### config.mk
export PLATFORM = sky130hd
export DESIGN_NAME = interlace_pair_ctrl
export DESIGN_NICKNAME = d
export VERILOG_FILES = /design/src/rtl/interlace_pkg.sv /design/src/rtl/interlace_cfg.sv /design/src/rtl/interlace_sel.sv /design/src/rtl/interlace_irq.sv /design/src/rtl/interlace_pair_ctrl.sv
export SDC_FILE = /design/constraint.sdc
export NUM_CORES = 1
export LEC_CHECK = 0
export BUFFER_PORTS_ARGS = -buffer_cell sky130_fd_sc_hd__buf_2
export CAP_MARGIN = 20
export CORE_AREA = 2 2 39 41
export CTS_CLUSTER_DIAMETER = 30
export DETAILED_ROUTE_END_ITERATION = 8
export DIE_AREA = 0 0 41 43
export PLACE_DENSITY = 0.71
export SETUP_SLACK_MARGIN = 0.5
export SKIP_LAST_GASP = 1
export SLEW_MARGIN = 20
export SYNTH_ARGS = -nofsm -noshare
export SYNTH_HDL_FRONTEND = slang
export SYNTH_SLANG_ARGS = --single-unit
### constraint.sdc
create_clock -name clk_i -period 1.4 [get_ports clk_i]
set_input_delay 0.28 -clock clk_i [delete_from_list [all_inputs] [get_ports clk_i]]
set_output_delay 0.28 -clock clk_i [all_outputs]
set_load 0.005 [all_outputs]
### src/rtl/interlace_pkg.sv
package interlace_pkg;
  localparam int unsigned CTRL_W    = 12;
  localparam int unsigned BIT_ODD   = 0;
  localparam int unsigned BIT_CYC   = 1;
  localparam int unsigned BIT_ZCARM = 2;
  localparam int unsigned BIT_ERARM = 3;

  typedef struct packed {
    logic er_arm;
    logic zc_arm;
    logic cyc;
    logic start_odd;
  } ilv_cfg_t;

  function automatic ilv_cfg_t decode_cfg(input logic [CTRL_W-1:0] w);
    ilv_cfg_t c;
    c.er_arm    = w[BIT_ERARM];
    c.zc_arm    = w[BIT_ZCARM];
    c.cyc       = w[BIT_CYC];
    c.start_odd = w[BIT_ODD];
    return c;
  endfunction
endpackage

### src/rtl/interlace_cfg.sv
module interlace_cfg
  import interlace_pkg::*;
(
  input  logic              clk_i,
  input  logic              rst_ni,
  input  logic              load_i,
  input  logic [CTRL_W-1:0] ctrl_i,
  output ilv_cfg_t          cfg_o
);
  ilv_cfg_t cfg_q;

  always_ff @(posedge clk_i or negedge rst_ni) begin
    if (!rst_ni)     cfg_q <= '0;
    else if (load_i) cfg_q <= decode_cfg(ctrl_i);
  end

  assign cfg_o = cfg_q;
endmodule

### src/rtl/interlace_sel.sv
module interlace_sel
  import interlace_pkg::*;
(
  input  logic     clk_i,
  input  logic     rst_ni,
  input  logic     load_i,
  input  logic     load_odd_i,
  input  ilv_cfg_t cfg_i,
  input  logic     zero_i,
  input  logic     eor_i,
  input  logic     term_i,
  output logic     active_o,
  output logic     odd_o,
  output logic     zc_event_o,
  output logic     eor_event_o
);
  logic active_q, odd_q;
  logic go, eor_hit, zc_hit;

  // terminate beats load; load beats device events
  assign go      = active_q & ~term_i & ~load_i;
  assign eor_hit = go & eor_i;
  assign zc_hit  = go & ~eor_i & zero_i;

  always_ff @(posedge clk_i or negedge rst_ni) begin
    if (!rst_ni) begin
      active_q <= 1'b0;
      odd_q    <= 1'b0;
    end else if (term_i) begin
      active_q <= 1'b0;
    end else if (load_i) begin
      active_q <= 1'b1;
      odd_q    <= load_odd_i;
    end else if (eor_hit) begin
      active_q <= 1'b0;
    end else if (zc_hit) begin
      if (!odd_q)         odd_q    <= 1'b1;
      else if (cfg_i.cyc) odd_q    <= 1'b0;
      else                active_q <= 1'b0;
    end
  end

  // even-word exhaustion only interrupts in cycle mode
  assign zc_event_o  = zc_hit & cfg_i.zc_arm & (odd_q | cfg_i.cyc);
  assign eor_event_o = eor_hit & cfg_i.er_arm;
  assign active_o    = active_q;
  assign odd_o       = odd_q;
endmodule

### src/rtl/interlace_irq.sv
module interlace_irq (
  input  logic clk_i,
  input  logic rst_ni,
  input  logic zc_event_i,
  input  logic eor_event_i,
  output logic zc_irq_o,
  output logic eor_irq_o
);
  always_ff @(posedge clk_i or negedge rst_ni) begin
    if (!rst_ni) begin
      zc_irq_o  <= 1'b0;
      eor_irq_o <= 1'b0;
    end else begin
      zc_irq_o  <= zc_event_i;
      eor_irq_o <= eor_event_i;
    end
  end
endmodule

### src/rtl/interlace_pair_ctrl.sv
module interlace_pair_ctrl
  import interlace_pkg::*;
#(
  parameter int unsigned ADDR_W  = 8,
  parameter logic [ADDR_W-1:0] SUB_NUM = 46
) (
  input  logic              clk_i,
  input  logic              rst_ni,
  input  logic              ctrl_we_i,
  input  logic [CTRL_W-1:0] ctrl_i,
  input  logic              zero_cnt_i,
  input  logic              eor_i,
  input  logic              term_i,
  output logic [ADDR_W-1:0] word_addr_o,
  output logic              active_o,
  output logic              zc_irq_o,
  output logic              eor_irq_o
);
  localparam logic [ADDR_W-1:0] PAIR_BASE = {SUB_NUM[ADDR_W-1:1], 1'b0};

  ilv_cfg_t cfg;
  logic     odd, zc_event, eor_event;

  interlace_cfg u_cfg (
    .clk_i  (clk_i),
    .rst_ni (rst_ni),
    .load_i (ctrl_we_i),
    .ctrl_i (ctrl_i),
    .cfg_o  (cfg)
  );

  interlace_sel u_sel (
    .clk_i       (clk_i),
    .rst_ni      (rst_ni),
    .load_i      (ctrl_we_i),
    .load_odd_i  (ctrl_i[BIT_ODD]),
    .cfg_i       (cfg),
    .zero_i      (zero_cnt_i),
    .eor_i       (eor_i),
    .term_i      (term_i),
    .active_o    (active_o),
    .odd_o       (odd),
    .zc_event_o  (zc_event),
    .eor_event_o (eor_event)
  );

  interlace_irq u_irq (
    .clk_i       (clk_i),
    .rst_ni      (rst_ni),
    .zc_event_i  (zc_event),
    .eor_event_i (eor_event),
    .zc_irq_o    (zc_irq_o),
    .eor_irq_o   (eor_irq_o)
  );

  assign word_addr_o = PAIR_BASE | {{(ADDR_W-1){1'b0}}, odd};
endmodule

==> metrics.txt <==
# TYPE chip_impl_metric gauge
chip_impl_metric{name="die_w",unit="µm"} 41
chip_impl_metric{name="boundaryPins",unit=""} 29
chip_impl_metric{name="drt_first_pass_iters",unit=""} 4
chip_impl_metric{name="placed_cells",unit=""} 65
chip_impl_metric{name="worst-path-buf-inv",unit=""} 1
chip_impl_metric{name="edff_count_synth",unit=""} 0
chip_impl_info{name="synth_area_leader_cell",value="sky130_fd_sc_hd__dfrtp_1"} 1
chip_impl_info{name="timing.critical_path.cells",value="buf_2"} 1
chip_impl_info{name="criticalPathCategory",value="flip-flop to primary output"} 1
chip_impl_metric{name="finalSetupViolations",unit=""} 0
chip_impl_metric{name="yosys_warnings",unit=""} 0
chip_impl_metric{name="cp_data_arrival_time",unit="ns"} 0.81
chip_impl_metric{name="gpl.final_weighted_congestion",unit=""} 0.716
chip_impl_metric{name="postLayoutSetupSlackWorst",unit="ns"} 0.307
chip_impl_info{name="mostFrequentLayoutCell",value="sky130_fd_sc_hd__buf_2"} 1
chip_impl_metric{name="sequential_to_total_area_share_from_yosys_stat",unit=""} 0.470
chip_impl_metric{name="wl_per_cell",unit="µm"} 9.54
chip_impl_metric{name="height_of_the_chip",unit="µm"} 43
chip_impl_metric{name="timing.critical_path.required",unit="ns"} 1.12
chip_impl_metric{name="drt_wl_total",unit="µm"} 687
chip_impl_metric{name="power",unit="mW"} 0.482
chip_impl_metric{name="drv_cap",unit=""} 0
chip_impl_metric{name="final.setup_skew",unit="ns"} 0.00258
chip_impl_metric{name="diodes",unit=""} 0
chip_impl_metric{name="final.hold.worst_slack",unit="ns"} 0.237
chip_impl_info{name="critical_path.endpoint_type",value="primary output"} 1
chip_impl_metric{name="min_delay_path_depth",unit=""} 3
chip_impl_metric{name="layout.core_utilization",unit=""} 0.352
chip_impl_metric{name="syn_inst",unit=""} 39
chip_impl_metric{name="antenna_found_initial",unit=""} 0
chip_impl_metric{name="fp-row-count",unit=""} 14
chip_impl_metric{name="post_dp_cell_area",unit="µm²"} 417
chip_impl_metric{name="design.die.area",unit="µm²"} 1760
chip_impl_metric{name="number_of_sinks_on_the_clock_net",unit=""} 7
chip_impl_metric{name="clk_pin_slew",unit="ns"} 0.05
chip_impl_metric{name="cts-buffers-inserted",unit=""} 3
chip_impl_metric{name="global_route.overflow_total",unit=""} 0
chip_impl_metric{name="port_buffers",unit=""} 13
chip_impl_metric{name="setup_tns",unit="ns"} 0
chip_impl_metric{name="grt_first_pass_wirelength",unit="µm"} 1040
chip_impl_info{name="most-common-layout-cells",value="13 x sky130_fd_sc_hd__buf_2, 9 x sky130_fd_sc_hd__nand2_1, 7 x sky130_fd_sc_hd__conb_1, 7 x sky130_fd_sc_hd__dfrtp_1, 3 x sky130_fd_sc_hd__clkbuf_4"} 1
chip_impl_metric{name="finalHoldViolCount",unit=""} 0
chip_impl_metric{name="cpPeakStageDelay",unit="ns"} 0.42
chip_impl_metric{name="detail_route.vias_per_cell",unit=""} 4.10
chip_impl_metric{name="hpwlAfterDp",unit="µm"} 513
chip_impl_metric{name="worstRegToRegCells",unit=""} 3
chip_impl_metric{name="drive_gt1_frac",unit=""} 0.375
chip_impl_info{name="cts_tree",value="done"} 1
chip_impl_info{name="critical-path-top-delay-family",value="flip-flops"} 1
chip_impl_info{name="result_of_the_run",value="complete, no violations"} 1
chip_impl_metric{name="post-route-drc-count",unit=""} 0
chip_impl_metric{name="core-area",unit="µm²"} 1380
chip_impl_metric{name="vias",unit=""} 295
chip_impl_metric{name="globalRouteTotalUtil",unit=""} 0.0921
chip_impl_metric{name="p_leak",unit="nW"} 0.264
chip_impl_metric{name="synth_to_layout_area_growth",unit="%"} 30.5
chip_impl_metric{name="via_count_of_the_first_global_routing_pass",unit=""} 264
chip_impl_info{name="timing.critical_path.slowest_stage_cell",value="sky130_fd_sc_hd__dfrtp_1"} 1
chip_impl_metric{name="timing_max_transition_violations_final",unit=""} 0
chip_impl_metric{name="synth_area",unit="µm²"} 373
chip_impl_metric{name="vdd.ir_drop.worst",unit="mV"} 0.320
chip_impl_metric{name="avgSynthCellArea",unit="µm²"} 9.56
chip_impl_metric{name="finalCriticalPeriod",unit="ns"} 1.09
chip_impl_metric{name="ctsHtreeMaxLevel",unit=""} 1
chip_impl_metric{name="final_net_count",unit=""} 75
chip_impl_metric{name="stdcell_area",unit="µm²"} 487
chip_impl_metric{name="synth.distinct_cells",unit=""} 16
chip_impl_metric{name="finish.cell_count_without_fillers",unit=""} 72
chip_impl_metric{name="synth_top_area_share",unit=""} 0.470
chip_impl_metric{name="async_reset_ff_frac",unit=""} 1.00
chip_impl_metric{name="grt_max_degree",unit=""} 8
chip_impl_info{name="synthFlopType",value="sky130_fd_sc_hd__dfrtp_1"} 1
chip_impl_metric{name="worst_skew_pair.late_latency",unit="ns"} 0.24
chip_impl_info{name="startpoint_type",value="flip-flop"} 1
chip_impl_metric{name="cts_buffer_depth",unit=""} 2
chip_impl_metric{name="cp_num_cells",unit=""} 1
chip_impl_metric{name="ys_ff_latch",unit=""} 7
chip_impl_metric{name="final_min_period_over_clock_period",unit=""} 0.781
chip_impl_info{name="timing.hold.worst.class",value="primary input to flip-flop"} 1
chip_impl_info{name="synth.top_cells.by_area",value="sky130_fd_sc_hd__dfrtp_1 47%, sky130_fd_sc_hd__buf_4 16%, sky130_fd_sc_hd__nand2_1 9.1%, sky130_fd_sc_hd__nand3b_4 5.4%, sky130_fd_sc_hd__mux2_2 3.0%"} 1
chip_impl_metric{name="antenna_violating_nets_post_route",unit=""} 0
chip_impl_metric{name="cell_area_power_density",unit="nW/µm²"} 990
chip_impl_metric{name="drt_iter0_markers",unit=""} 7
chip_impl_info{name="rsz_0062_raised_after_global_routing",value="true"} 1
chip_impl_metric{name="dp_slack",unit="ns"} 0.284
chip_impl_info{name="clock-root-buffer",value="sky130_fd_sc_hd__clkbuf_4"} 1
chip_impl_metric{name="fmax",unit="MHz"} 915
chip_impl_metric{name="critical_path.max_fanout",unit=""} 4
chip_impl_metric{name="initial_core_util",unit=""} 0.269
power breakdown:
part	internal [mW]	total (mW)	switching [mW]
registers	0.217	0.226	0.00943
clock network	0.108	0.177	0.0687
logic	0.0381	0.0785	0.0404
total	0.363	0.482	0.119
worst paths after layout:
check / from / to / slack [ns]
worst min register to register: u_cfg.cfg_o[3] / u_cfg.cfg_o[3] / 0.48
worst max register to register: u_sel.active_o / u_sel.odd_o / 0.33
min in group asynchronous: rst_ni / u_sel.active_o / 0.40
worst max-delay path: u_sel.active_o / active_o / 0.31
worst min-delay path: ctrl_i[2] / u_cfg.cfg_o[2] / 0.24
max in group asynchronous: rst_ni / u_cfg.cfg_o[2] / 0.84
logic make-up after synthesis:
logic type,synth area share
compound gates,0.0872
buf+inv,0.171
flops,0.470
mux,0.0302
other cells,0.0201
simple gates,0.221
metal layers:
| metal | up-vias | wire (µm) | global-route usage |
|---|---|---|---|
| li1 | 146 | - | - |
| met1 | 134 | 282 | 0.109 |
| met4 | 0 | 0 | 0.0600 |
| met2 | 15 | 336 | 0.125 |
| met5 | - | 0 | 0 |
| met3 | 0 | 68 | 0.0471 |
worst reg2reg max path: stages (launching register included):
cell                       delay, ns
sky130_fd_sc_hd__dfrtp_1        0.41
sky130_fd_sc_hd__nand3b_4       0.11
sky130_fd_sc_hd__o31a_1         0.25
sky130_fd_sc_hd__o22a_1         0.19
state kept, by name, summed over array words and instances, names as in the netlist:
| register | cells |
|---|---|
| u_sel.active_o | 1 |
| u_irq.eor_irq_o | 1 |
| u_cfg.cfg_o | 3 |
| u_sel.odd_o | 1 |
| u_irq.zc_irq_o | 1 |
synthesized netlist by cell type (all sizes together) (2+ instances only):
cell type	count
nand2	9
buf	8
dfrtp	7
a21oi	2
conb	2
layout make-up:
| class | count | area (µm²) |
|---|---|---|
| Inverter | 1 | 3.75 |
| Clock buffer | 4 | 26.3 |
| Timing Repair Buffer | 16 | 93.8 |
| Sequential cell | 7 | 175 |
| Multi-Input combinational cell | 28 | 168 |
| Tap cell | 16 | 20.0 |
| Fill cell | 160 | 897 |
timing repair:
| item | CTS | global route |
|---|---|---|
| gates cloned | 0 | 0 |
| setup endpoints to repair | 6 | 7 |
| hold buffers | 1 | 0 |
| endpoints found under the hold margin | 7 | 0 |
| gates resized for setup | 1 | 3 |
| pin swaps | 0 | 2 |
| buffers inserted | 1 | 1 |
Power figures use the tool's default switching activity.
